$ cat src/rtl/mem_seq_pkg.sv
package mem_seq_pkg;
  typedef enum logic [1:0] {
    SZ_BYTE = 2'd0,
    SZ_WORD = 2'd1,
    SZ_LONG = 2'd2,
    SZ_LALT = 2'd3
  } size_e;

  typedef enum logic [1:0] {
    ST_IDLE = 2'd0,
    ST_BUS  = 2'd1,
    ST_RESP = 2'd2
  } state_e;
endpackage

$ cat src/rtl/mem_seq_lane.sv
// Write-side lane steering: strobes and bus data for the current row.
module mem_seq_lane
  import mem_seq_pkg::*;
#(
  parameter int LANE_W = 8
) (
  input  size_e                   size,
  input  logic                    odd,
  input  logic                    second,
  input  logic [4*LANE_W-1:0]     wdata,
  output logic                    hi_stb,
  output logic                    lo_stb,
  output logic [2*LANE_W-1:0]     row_wdata
);
  localparam int ROW_W = 2 * LANE_W;

  always_comb begin
    unique case (size)
      SZ_BYTE: begin
        hi_stb    = !odd;
        lo_stb    = odd;
        row_wdata = {wdata[LANE_W-1:0], wdata[LANE_W-1:0]};
      end
      SZ_WORD: begin
        hi_stb    = 1'b1;
        lo_stb    = 1'b1;
        row_wdata = wdata[ROW_W-1:0];
      end
      default: begin
        hi_stb    = 1'b1;
        lo_stb    = 1'b1;
        row_wdata = second ? wdata[ROW_W-1:0] : wdata[2*ROW_W-1:ROW_W];
      end
    endcase
  end
endmodule

$ cat src/rtl/mem_seq_pack.sv
// Read-side assembly: zero-extended byte/word, or two rows most significant first.
module mem_seq_pack
  import mem_seq_pkg::*;
#(
  parameter int LANE_W = 8
) (
  input  size_e                   size,
  input  logic                    odd,
  input  logic [2*LANE_W-1:0]     first_row,
  input  logic [2*LANE_W-1:0]     cur_row,
  output logic [4*LANE_W-1:0]     result
);
  localparam int ROW_W = 2 * LANE_W;

  always_comb begin
    unique case (size)
      SZ_BYTE: result = {{(3*LANE_W){1'b0}},
                         odd ? cur_row[LANE_W-1:0] : cur_row[ROW_W-1:LANE_W]};
      SZ_WORD: result = {{ROW_W{1'b0}}, cur_row};
      default: result = {first_row, cur_row};
    endcase
  end
endmodule

$ cat src/rtl/mem_seq.sv
module mem_seq
  import mem_seq_pkg::*;
#(
  parameter int ADDR_W = 24,
  parameter int LANE_W = 8
) (
  input  logic                  clk,
  input  logic                  rst_n,
  input  logic                  req_valid,
  output logic                  req_ready,
  input  logic                  req_write,
  input  logic [1:0]            req_size,
  input  logic [ADDR_W-1:0]     req_addr,
  input  logic [4*LANE_W-1:0]   req_wdata,
  output logic                  rsp_valid,
  output logic                  rsp_trap,
  output logic [4*LANE_W-1:0]   rsp_rdata,
  output logic                  bus_cyc,
  output logic                  bus_we,
  output logic [ADDR_W-2:0]     bus_addr,
  output logic                  bus_uds,
  output logic                  bus_lds,
  output logic [2*LANE_W-1:0]   bus_wdata,
  input  logic [2*LANE_W-1:0]   bus_rdata,
  input  logic                  bus_ack
);
  localparam int ROW_W  = 2 * LANE_W;
  localparam int DATA_W = 4 * LANE_W;
  localparam int ROW_AW = ADDR_W - 1;

  state_e              state;
  size_e               sz_q;
  logic [ROW_AW-1:0]   row_q;
  logic                odd_q, we_q, second_q, trap_q;
  logic [DATA_W-1:0]   wd_q, rdata_q;
  logic [ROW_W-1:0]    first_q;

  logic                lane_hi, lane_lo;
  logic [ROW_W-1:0]    lane_wd;
  logic [DATA_W-1:0]   packed_rd;

  wire take     = req_valid && req_ready;
  wire misalign = (req_size != SZ_BYTE) && req_addr[0];
  wire is_long  = sz_q[1];

  mem_seq_lane #(.LANE_W(LANE_W)) u_lane (
    .size(sz_q), .odd(odd_q), .second(second_q), .wdata(wd_q),
    .hi_stb(lane_hi), .lo_stb(lane_lo), .row_wdata(lane_wd)
  );

  mem_seq_pack #(.LANE_W(LANE_W)) u_pack (
    .size(sz_q), .odd(odd_q), .first_row(first_q), .cur_row(bus_rdata),
    .result(packed_rd)
  );

  always_ff @(posedge clk) begin
    if (!rst_n) begin
      state    <= ST_IDLE;
      sz_q     <= SZ_BYTE;
      row_q    <= '0;
      odd_q    <= 1'b0;
      we_q     <= 1'b0;
      second_q <= 1'b0;
      trap_q   <= 1'b0;
      wd_q     <= '0;
      rdata_q  <= '0;
      first_q  <= '0;
    end else begin
      unique case (state)
        ST_IDLE: if (take) begin
          sz_q     <= size_e'(req_size);
          row_q    <= req_addr[ADDR_W-1:1];
          odd_q    <= req_addr[0];
          we_q     <= req_write;
          wd_q     <= req_wdata;
          second_q <= 1'b0;
          trap_q   <= misalign;
          rdata_q  <= '0;
          state    <= misalign ? ST_RESP : ST_BUS;
        end
        ST_BUS: if (bus_ack) begin
          if (is_long && !second_q) begin
            second_q <= 1'b1;
            row_q    <= row_q + 1'b1;
            first_q  <= bus_rdata;
          end else begin
            rdata_q <= packed_rd;
            state   <= ST_RESP;
          end
        end
        default: state <= ST_IDLE;
      endcase
    end
  end

  assign req_ready = (state == ST_IDLE);
  assign bus_cyc   = (state == ST_BUS);
  assign bus_we    = bus_cyc && we_q;
  assign bus_uds   = bus_cyc && lane_hi;
  assign bus_lds   = bus_cyc && lane_lo;
  assign bus_addr  = row_q;
  assign bus_wdata = lane_wd;
  assign rsp_valid = (state == ST_RESP);
  assign rsp_trap  = rsp_valid && trap_q;
  assign rsp_rdata = rdata_q;

  p_ready_idle_r1: assert property (@(posedge clk) disable iff (!rst_n)
    req_ready |-> !bus_cyc && !rsp_valid);

  p_trap_no_bus_r2: assert property (@(posedge clk) disable iff (!rst_n)
    rsp_trap |-> rsp_valid && !$past(bus_cyc));

  p_strobe_live_r3: assert property (@(posedge clk) disable iff (!rst_n)
    bus_cyc |-> (bus_uds || bus_lds));

  p_quiet_bus_r3: assert property (@(posedge clk) disable iff (!rst_n)
    !bus_cyc |-> !bus_uds && !bus_lds && !bus_we);

  p_next_row_r6: assert property (@(posedge clk) disable iff (!rst_n)
    bus_cyc && bus_ack && is_long && !second_q |=>
      bus_cyc && (bus_addr == $past(bus_addr) + 1'b1));

  p_hold_r7: assert property (@(posedge clk) disable iff (!rst_n)
    bus_cyc && !bus_ack |=> bus_cyc && $stable(bus_addr) && $stable(bus_uds)
      && $stable(bus_lds) && $stable(bus_we) && $stable(bus_wdata));

  p_pulse_r8: assert property (@(posedge clk) disable iff (!rst_n)
    rsp_valid |=> !rsp_valid);
endmodule

$ cat config.mk
export PLATFORM = sky130hd
export DESIGN_NAME = mem_seq
export DESIGN_NICKNAME = d
export VERILOG_FILES = /design/src/rtl/mem_seq_pkg.sv /design/src/rtl/mem_seq_lane.sv /design/src/rtl/mem_seq_pack.sv /design/src/rtl/mem_seq.sv
export SDC_FILE = /design/constraint.sdc
export NUM_CORES = 1
export LEC_CHECK = 0
export BUFFER_PORTS_ARGS = -buffer_cell sky130_fd_sc_hd__buf_4
export CAP_MARGIN = 5
export CORE_MARGIN = 2
export CORE_UTILIZATION = 51
export DETAILED_ROUTE_END_ITERATION = 8
export HOLD_SLACK_MARGIN = 0.08
export PLACE_DENSITY = 0.88
export SYNTH_ARGS = -nofsm -noshare
export SYNTH_HDL_FRONTEND = slang
export SYNTH_SLANG_ARGS = --single-unit
$ cat constraint.sdc
create_clock -name clk -period 2.55 [get_ports clk]
set_input_delay 0.51 -clock clk [delete_from_list [all_inputs] [get_ports clk]]
set_output_delay 0.51 -clock clk [all_outputs]
set_load 0.01 [all_outputs]
==> metrics, run 1 <==
status=completed; CTS Root Cell=clkbuf_8; Fmax=between 0.4 and 0.5 GHz; H-tree levels=3; CP required=just over 2 ns; Slew @ Worst Pin=between 0.7 and 0.8 ns; I/O pins=roughly 160; internal power=between 2 and 3 mW; share of layout cells above drive strength 1=between 20% and 30%; Num CTS Buffers=9; Max Clock Skew=0.00715 ns; Slew Limit Fails=0; CTS tree=yes; routed len/inst=between 15 and 20 um; fraction of registers with async set/reset=0%; Initial DRC Count=around 360; Post-DP HPWL=around 10,000 um; Setup crit start kind=register; fin nets=875; Clock power frac=29.3%; Synth Register Bits=111; Hold Slack=approximately 0.37 ns; peak supply drop=approximately 390 uV; RSZ-0062 raised after global routing=false; Total Wirelength=about 15,000 um; final setup fails=0; commonest non-fill, non-tap cell in the layout=buf_4; clk sinks=around 110; top layer used by detailed routing=met4; pwr dens=556 mW/mm^2; period utilisation layout=a little over nine tenths; Ys Warns=0; FP Rows=36; clock latency on the worst-skew pair=roughly 0.38 ns; relative slew slack=47.7%; crit path max fanout=16; Netlist cell types=55; largest net degree at the start of global routing=47; Total GRT Usage=26.7%; post-synthesis cell count=about 660; Initial Util=52.3%; Mapped Nets=743; Vias=about 5,400; Post-synth EDFFs=0; part of the power in registers=a little over half; metal1 wirelength=approximately 6000 um; Worst Path Arrival=1.90 ns; commonest non-fill, non-tap cells in the layout=172 x buf_4, 162 x nand2_1, 111 x dfxtp_1; met3 wire len=1190 um; Setup TNS=0 ns; post-synthesis sequential area ratio=between 40% and 50%; Hold Crit Class=in2reg; P&R area growth vs syn=28.6%; CTS hold repair buffers=0; sw power=1.06 mW; WS Path Type=reg2out; Final GP Congestion=about 0.88; core footprint=between 0.009 and 0.01 sq mm; syn avg cell area=~7.7 sq um; die width=104 um; die footprint=roughly 0.011 sq mm; min Tclk post-route=2.41 ns; Hold Fails Final Rpt=0; via/cell ratio=5.74; Mapped Area=0.00511 sq mm; antenna violations before repair=0; CP endpoint kind=output port; Final ANT Viol Nets=0; DR DRC count=0; combinational share of power=between 10% and 20%; ys flop type=dfxtp_1; Sw Ratio=29.0%; Post CTS Setup Buffer Count=0; met2 WL=a little over 7000 um; IO Port Bufs=156; grt ovf=0; vias in the first global route=between 5,000 and 6,000; die height=between 100 and 150 um; first-pass GRT wire length=approximately 24,000 um; maximum buffer depth of the clock tree=2; Clk pin slew, worst setup/hold paths=~0.10 ns; # diodes=0; Max-cap violations=0; Leak=roughly 2.6 nW; DR pass1 iterations=5
==> path summary, 6_finish.rpt <==
| check | start | endpoint | slack (ns) | cells after the start |
|---|---|---|---|---|
| setup / recovery | second_q | bus_wdata[3] | 0.14 | 3 |
| setup reg to reg | bus_addr[0] | bus_addr[18] | 0.40 | 5 |
| hold reg to reg | we_q | we_q | 0.46 | 2 |
| hold / removal | req_wdata[28] | wd_q[28] | 0.37 | 3 |
==> cells in the mapped netlist, drive strengths merged, types with 3 or more instances <==
cell,number,area (sq um)
a211oi,5,37.5
a21oi,107,539
a22o,4,35.0
a311oi,3,26.3
a31oi,3,18.8
a32o,4,40.0
and2,6,37.5
and3,4,25.0
and4,4,35.0
buf,15,70.1
clkbuf,36,135
dfxtp,111,2220
inv,5,18.8
mux2,19,214
mux2i,4,40.0
nand2,162,608
nand2b,6,37.5
nand3,7,35.0
nand3b,3,22.5
nand4,12,90.1
nor2,34,128
nor2b,5,31.3
nor3,7,40.0
nor4,3,18.8
nor4b,4,35.0
o21a,5,37.5
o21ai,48,240
o22ai,6,37.5
o31ai,3,22.5
or3,4,25.0
or4,4,36.3
==> cell type report <==
type                            instances  area (sq um)
Timing Repair Buffer                  172          1290
Sequential cell                       111          2220
Clock inverter                          6          67.6
Inverter                                5          18.8
Clock buffer                           10           128
Multi-Input combinational cell        496          2680
Tap cell                              133           166
Fill cell                             800          3200
==> per-stage QoR <==
stage / power [mW] / instances / setup slack, ns / area (sq um) / util [%]
floorplan: 2.29 / 663 / 0.540 / 5110 / -
global placement: 2.59 / 917 / 0.525 / 6370 / 65.2
detailed placement: 2.61 / 917 / 0.465 / 6370 / 65.2
CTS: 3.66 / 933 / 0.0988 / 6570 / 67.2
global route: 3.82 / 933 / 0.0181 / 6570 / 67.2
finish: 3.65 / 933 / 0.141 / 6570 / 67.2
==> power by group through the flow <==
stage                     Combinational, mW  Clock (mW)  Sequential (mW)
after floorplan                       0.367           0             1.93
after global routing                  0.746        1.16             1.91
final                                 0.683        1.07             1.90
after detailed placement              0.677           0             1.94
after CTS                             0.680        1.08             1.90
after global placement                0.658           0             1.93
==> registers in the layout, indices dropped and copies added (netlist names) <==
register,flops
trap_q,1
odd_q,1
sz_q,2
state,2
first_q,16
bus_addr,23
rsp_rdata,32
second_q,1
wd_q,32
we_q,1
==> critical path: stages, from the launching register on <==
cell      delay, ns
dfxtp_1        0.34
nand2b_1       0.62
mux2_2         0.42
buf_4          0.14
==> routing by layer <==
| layer | GRT usage [%] | up-vias |
|---|---|---|
| met1 | 32.4 | 2500 |
| li1 | - | 2580 |
| met4 | 11.4 | 0 |
| met2 | 44.2 | 238 |
| met3 | 7.71 | 35 |
| met5 | 0 | - |
==> logic make-up after synthesis <==
kind of cell	after synthesis	share of synthesized area (%)
AO/OA/AOI/OAI	201	22.4
adder cells (fa/ha/maj)	1	0.245
buffers and inverters	56	4.38
flip-flops	111	43.5
multiplexers	23	4.97
AND/OR/NAND/NOR	271	24.6
==> what timing repair did <==
item	in CTS	in global routing
resized for setup	0	2
hold endpoints to repair	0	0
endpoints found under the setup margin	0	5
Note: power is estimated with default switching activity, not from simulation.
==> run 2: changes to the inputs <==
--- a/config.mk
+++ b/config.mk
@@ -11,7 +11,7 @@
 export CORE_UTILIZATION = 51
 export DETAILED_ROUTE_END_ITERATION = 8
 export HOLD_SLACK_MARGIN = 0.08
-export PLACE_DENSITY = 0.88
+export PLACE_DENSITY = 0.79
 export SYNTH_ARGS = -nofsm -noshare
 export SYNTH_HDL_FRONTEND = slang
 export SYNTH_SLANG_ARGS = --single-unit
==> metrics, run 2 (same netlist as run 1, synthesis figures left out) <==
P&R area growth vs syn=28.6% (unchanged); DR pass1 iterations=5 (unchanged); Crit path depth=5 (+2); vias in the first global route=4,811 (-6.2%); relative slew slack=57.5% (+9.7 points); final setup fails=0 (unchanged); Slowest Stage Delay on Critical Path=0.53 ns (-0.09 ns); Num CTS Buffers=9 (unchanged); FP Rows=36 (unchanged); I/O pins=157 (unchanged); core footprint=0.00977 sq mm (unchanged); Final ANT Viol Nets=0 (unchanged); post-placement cell count=916 (-0.11%); pwr dens=546 mW/mm^2 (-1.8%); Leak=2.65 nW (+0.18%); maximum buffer depth of the clock tree=2 (unchanged); Clk pin slew, worst setup/hold paths=0.11 ns (about the same); CP endpoint kind=output port; Total Wirelength=14,500 um (-0.80%); crit path cell chain=buf_4 -> mux2i_1 -> nor2_1 -> nor2_1 -> buf_4; routed len/inst=15.6 um (-0.69%); fin nets=874 (-0.11%); CTS hold repair buffers=0 (unchanged); placed instance area=0.00639 sq mm (+0.27%); WS Path Type=reg2out; Setup WS pre-CTS=0.511 ns (+0.0462 ns); Initial DRC Count=362 (+0.28%); Total GRT Usage=25.7% (-0.94 points); Post CTS Setup Buffer Count=0 (unchanged); CP max stage cell=mux2i_1; via/cell ratio=5.71 (-0.40%); status=completed; CP required=2.04 ns (about the same); Final Cell Area=0.00657 sq mm (unchanged); Max-cap violations=0 (unchanged); Worst Path Arrival=1.82 ns (-0.08 ns); Vias=5,326 (-0.50%); largest net degree at the start of global routing=87 (+85%); min Tclk post-route=2.33 ns (-0.0830 ns); commonest non-fill, non-tap cells in the layout=169 x buf_4, 162 x nand2_1, 111 x dfxtp_1; first-pass GRT wire length=23,300 um (-2.8%); crit path max fanout=11 (-5); Setup TNS=0 ns (unchanged); IO Port Bufs=156 (unchanged); Hold Crit Class=in2reg; Setup crit start kind=register; antenna violations before repair=0 (unchanged); period utilisation layout=91.2% (-3.3 points); CTS Root Cell=clkbuf_8; H-tree levels=3 (unchanged); clock latency on the worst-skew pair=0.37 ns (about the same); Hold Fails Final Rpt=0 (unchanged); die width=104 um (unchanged); Worst Setup Slack, final=0.224 ns (+0.0830 ns); Worst Hold Depth=3 (unchanged); Post-DP HPWL=10,200 um (-1.6%); CP bufs+invs=2 (+1); Final GP Congestion=0.868 (-1.0%); die footprint=0.0108 sq mm (unchanged); peak supply drop=278 uV (-29%); clk sinks=111 (unchanged); Resized cells post-CTS=0 (unchanged); RSZ-0062 raised after global routing=false; Power Total=3.59 mW (-1.8%); # diodes=0 (unchanged); commonest non-fill, non-tap cell in the layout=buf_4; Slew Limit Fails=0 (unchanged); die height=104 um (unchanged); CTS tree=yes; DR DRC count=0 (unchanged); Initial Util=52.3% (unchanged); grt ovf=0 (unchanged); share of layout cells above drive strength 1=27.0% (-0.34 points); r2r worst-path depth=4 (-1); CP delay by family, top=multiplexers; Fmax=0.430 GHz (+3.6%); Slew @ Worst Pin=0.638 ns (-0.146 ns); Max Clock Skew=0.0117 ns (+0.00460 ns); Finished Layout Cells=932 (-0.11%)
## run 2: area by class of cell
| class | count | area, sq um |
|---|---|---|
| fillers | 855 | 3200 |
| inverters | 5 | 18.8 |
| multi-input cells | 496 | 2670 |
| clock inverters | 6 | 56.3 |
| well taps | 133 | 166 |
| repair buffers | 171 | 1310 |
| clock buffers | 10 | 128 |
| flip-flops and latches | 111 | 2220 |
## run 2: final timing paths
kind,startpoint,to,slack (ns)
worst max register to register,bus_addr[4],bus_addr[18],0.53
worst min register to register,trap_q,trap_q,0.46
worst min-delay path,req_wdata[21],wd_q[21],0.37
worst max-delay path,sz_q[1],bus_wdata[15],0.22
## run 2: routing by layer
| metal | wire, um | GRT usage [%] | up-vias |
|---|---|---|---|
| met5 | 0 | 0 | - |
| met4 | 213 | 7.53 | 0 |
| met3 | 1010 | 4.20 | 22 |
| met2 | 6870 | 41.4 | 233 |
| met1 | 6450 | 35.7 | 2496 |
| li1 | - | - | 2575 |
## run 2: power breakdown
group	switching, mW	leakage [nW]	internal [mW]
sequential	0.0819	0.904	1.81
combinational	0.364	1.65	0.325
clock	0.629	0.0940	0.374
total	1.07	2.65	2.51
## run 2: through the flow
step	util, %	hold slack, ns
floorplan	-	0.432
global placement	65.4	0.438
detailed placement	65.4	0.445
CTS	67.2	0.370
global route	67.2	0.373
finish	67.2	0.375
## run 2: tightest hold or removal path, delay by kind of cell
kind            cells  cell delay, ns
buf+inv             1            0.11
simple gates        1            0.04
compound gates      1            0.05
==> run 3: changes to the inputs <==
--- a/config.mk
+++ b/config.mk
@@ -5,13 +5,13 @@
 export SDC_FILE = /design/constraint.sdc
 export NUM_CORES = 1
 export LEC_CHECK = 0
-export BUFFER_PORTS_ARGS = -buffer_cell sky130_fd_sc_hd__buf_4
 export CAP_MARGIN = 5
 export CORE_MARGIN = 2
-export CORE_UTILIZATION = 51
+export CORE_UTILIZATION = 55
 export DETAILED_ROUTE_END_ITERATION = 8
+export DONT_BUFFER_PORTS = 1
 export HOLD_SLACK_MARGIN = 0.08
-export PLACE_DENSITY = 0.79
+export PLACE_DENSITY = 0.7
 export SYNTH_ARGS = -nofsm -noshare
 export SYNTH_HDL_FRONTEND = slang
 export SYNTH_SLANG_ARGS = --single-unit
==> metrics, run 3 (same netlist as run 1, synthesis figures left out) <==
status=completed; cell mode on critical path=nor2_1; P&R area growth vs syn=5.63%; Worst R2R Setup Slack=0.40 ns (-0.13 ns); Clk pin slew, worst setup/hold paths=0.11 ns (about the same); crit path max fanout=14 (+3); Final ANT Viol Nets=0 (unchanged); first-pass GRT wire length=21,600 um (-7.2%); Post-DP HPWL=9480 um (-6.9%); CTS hold repair buffers=0 (unchanged); Worst Path Arrival=1.82 ns (about the same); Max Clock Skew=0.00857 ns (-0.00318 ns); # diodes=0 (unchanged); pwr dens=638 mW/mm^2 (+17%); H-tree levels=3 (unchanged); CP max stage cell=dfxtp_1; IO Port Bufs=0 (-100%); WS Path Type=reg2out; Initial Util=56.1% (+3.8 points); Slew @ Worst Pin=1.24 ns (+0.601 ns); clk sinks=111 (unchanged); maximum buffer depth of the clock tree=2 (unchanged); die height=100 um (-3.6%); Hold Crit Class=in2reg; FP Rows=35 (-2.8%); commonest non-fill, non-tap cells in the layout=162 x nand2_1, 111 x dfxtp_1, 106 x a21oi_1; fin nets=722 (-17%); clock latency on the worst-skew pair=0.38 ns (about the same); period utilisation layout=91.3% (about the same); Setup TNS=0 ns (unchanged); Max-cap violations=0 (unchanged); Total Wirelength=13,500 um (-7.2%); Final GP Congestion=0.877 (+1.0%); die width=100 um (-3.6%); Initial DRC Count=232 (-36%); antenna violations before repair=0 (unchanged); peak supply drop=298 uV (+7.2%); Total GRT Usage=26.4% (+0.66 points); I/O pins=157 (unchanged); min Tclk post-route=2.33 ns (+0.000543 ns); share of layout cells above drive strength 1=10.2% (-17 points); commonest non-fill, non-tap cell in the layout=nand2_1; grt ovf=0 (unchanged); die footprint=0.0101 sq mm (-7.0%); largest net degree at the start of global routing=58 (-33%); Layout Utilization=59.3% (-8.0 points); Vias=4,693 (-12%); Setup crit start kind=register; Fmax=0.430 GHz (about the same); DR DRC count=0 (unchanged); final setup fails=0 (unchanged); CP required=2.04 ns (about the same); Leak=1.88 nW (-29%); CP endpoint kind=output port; CTS Root Cell=clkbuf_8; relative slew slack=17.4% (-40 points); vias in the first global route=4,330 (-10%); Slew Limit Fails=0 (unchanged); RSZ-0062 raised after global routing=false; Slowest Stage Delay on Critical Path=0.63 ns (+0.10 ns); routed len/inst=17.8 um (+14%); Hold Fails Final Rpt=0 (unchanged); CTS tree=yes; Num CTS Buffers=9 (unchanged); crit path cell chain=mux2i_2 -> nor2_1 -> nor2_1; core footprint=0.00911 sq mm (-6.8%); via/cell ratio=6.19 (+8.3%); DR pass1 iterations=5 (unchanged)
## run 3: area by class of cell
type / instances / area (sq um)
tap: 111 / 139
clock inverter: 4 / 36.3
clock buffer: 12 / 165
sequential: 111 / 2220
timing repair buffer: 19 / 143
multi-input combinational: 496 / 2680
fill: 860 / 3710
inverter: 5 / 18.8
## run 3: final timing paths
path,startpoint,end,cells after the start
max reg2reg,bus_addr[0],bus_addr[16],5
min reg2reg,first_q[7],rsp_rdata[23],2
min,rst_n,bus_addr[7],1
max,sz_q[1],bus_wdata[15],3
## run 3: repair_timing
item                                    CTS  global route
gates resized for setup                   0             1
endpoints found under the setup margin    0             3
setup buffers                             0             0
## run 3: metrics by stage
step	power [mW]	instance area (sq um)	instances	hold slack [ns]	setup slack (ns)
floorplan	2.29	5110	663	0.432	0.540
global placement	2.40	5190	742	0.438	0.519
detailed placement	2.41	5190	742	0.444	0.430
CTS	3.46	5400	758	0.233	0.119
global route	3.60	5400	758	0.238	0.111
finish	3.45	5400	758	0.242	0.223
## run 3: per-layer routing
layer,global-route usage (%),wire length [um]
met1,36.1,5910
met2,39.9,6170
met3,8.22,1240
met4,8.43,170
met5,0,0
## run 3: report_power, final
group	switching [mW]	internal [mW]
clock	0.625	0.449
sequential	0.107	1.81
combinational	0.282	0.170
## run 3: worst max-delay path: cells and delay by family (launching register included)
family	cells	cell delay [ns]
flip-flops	1	0.63
multiplexers	1	0.49
AND/OR/NAND/NOR	2	0.32
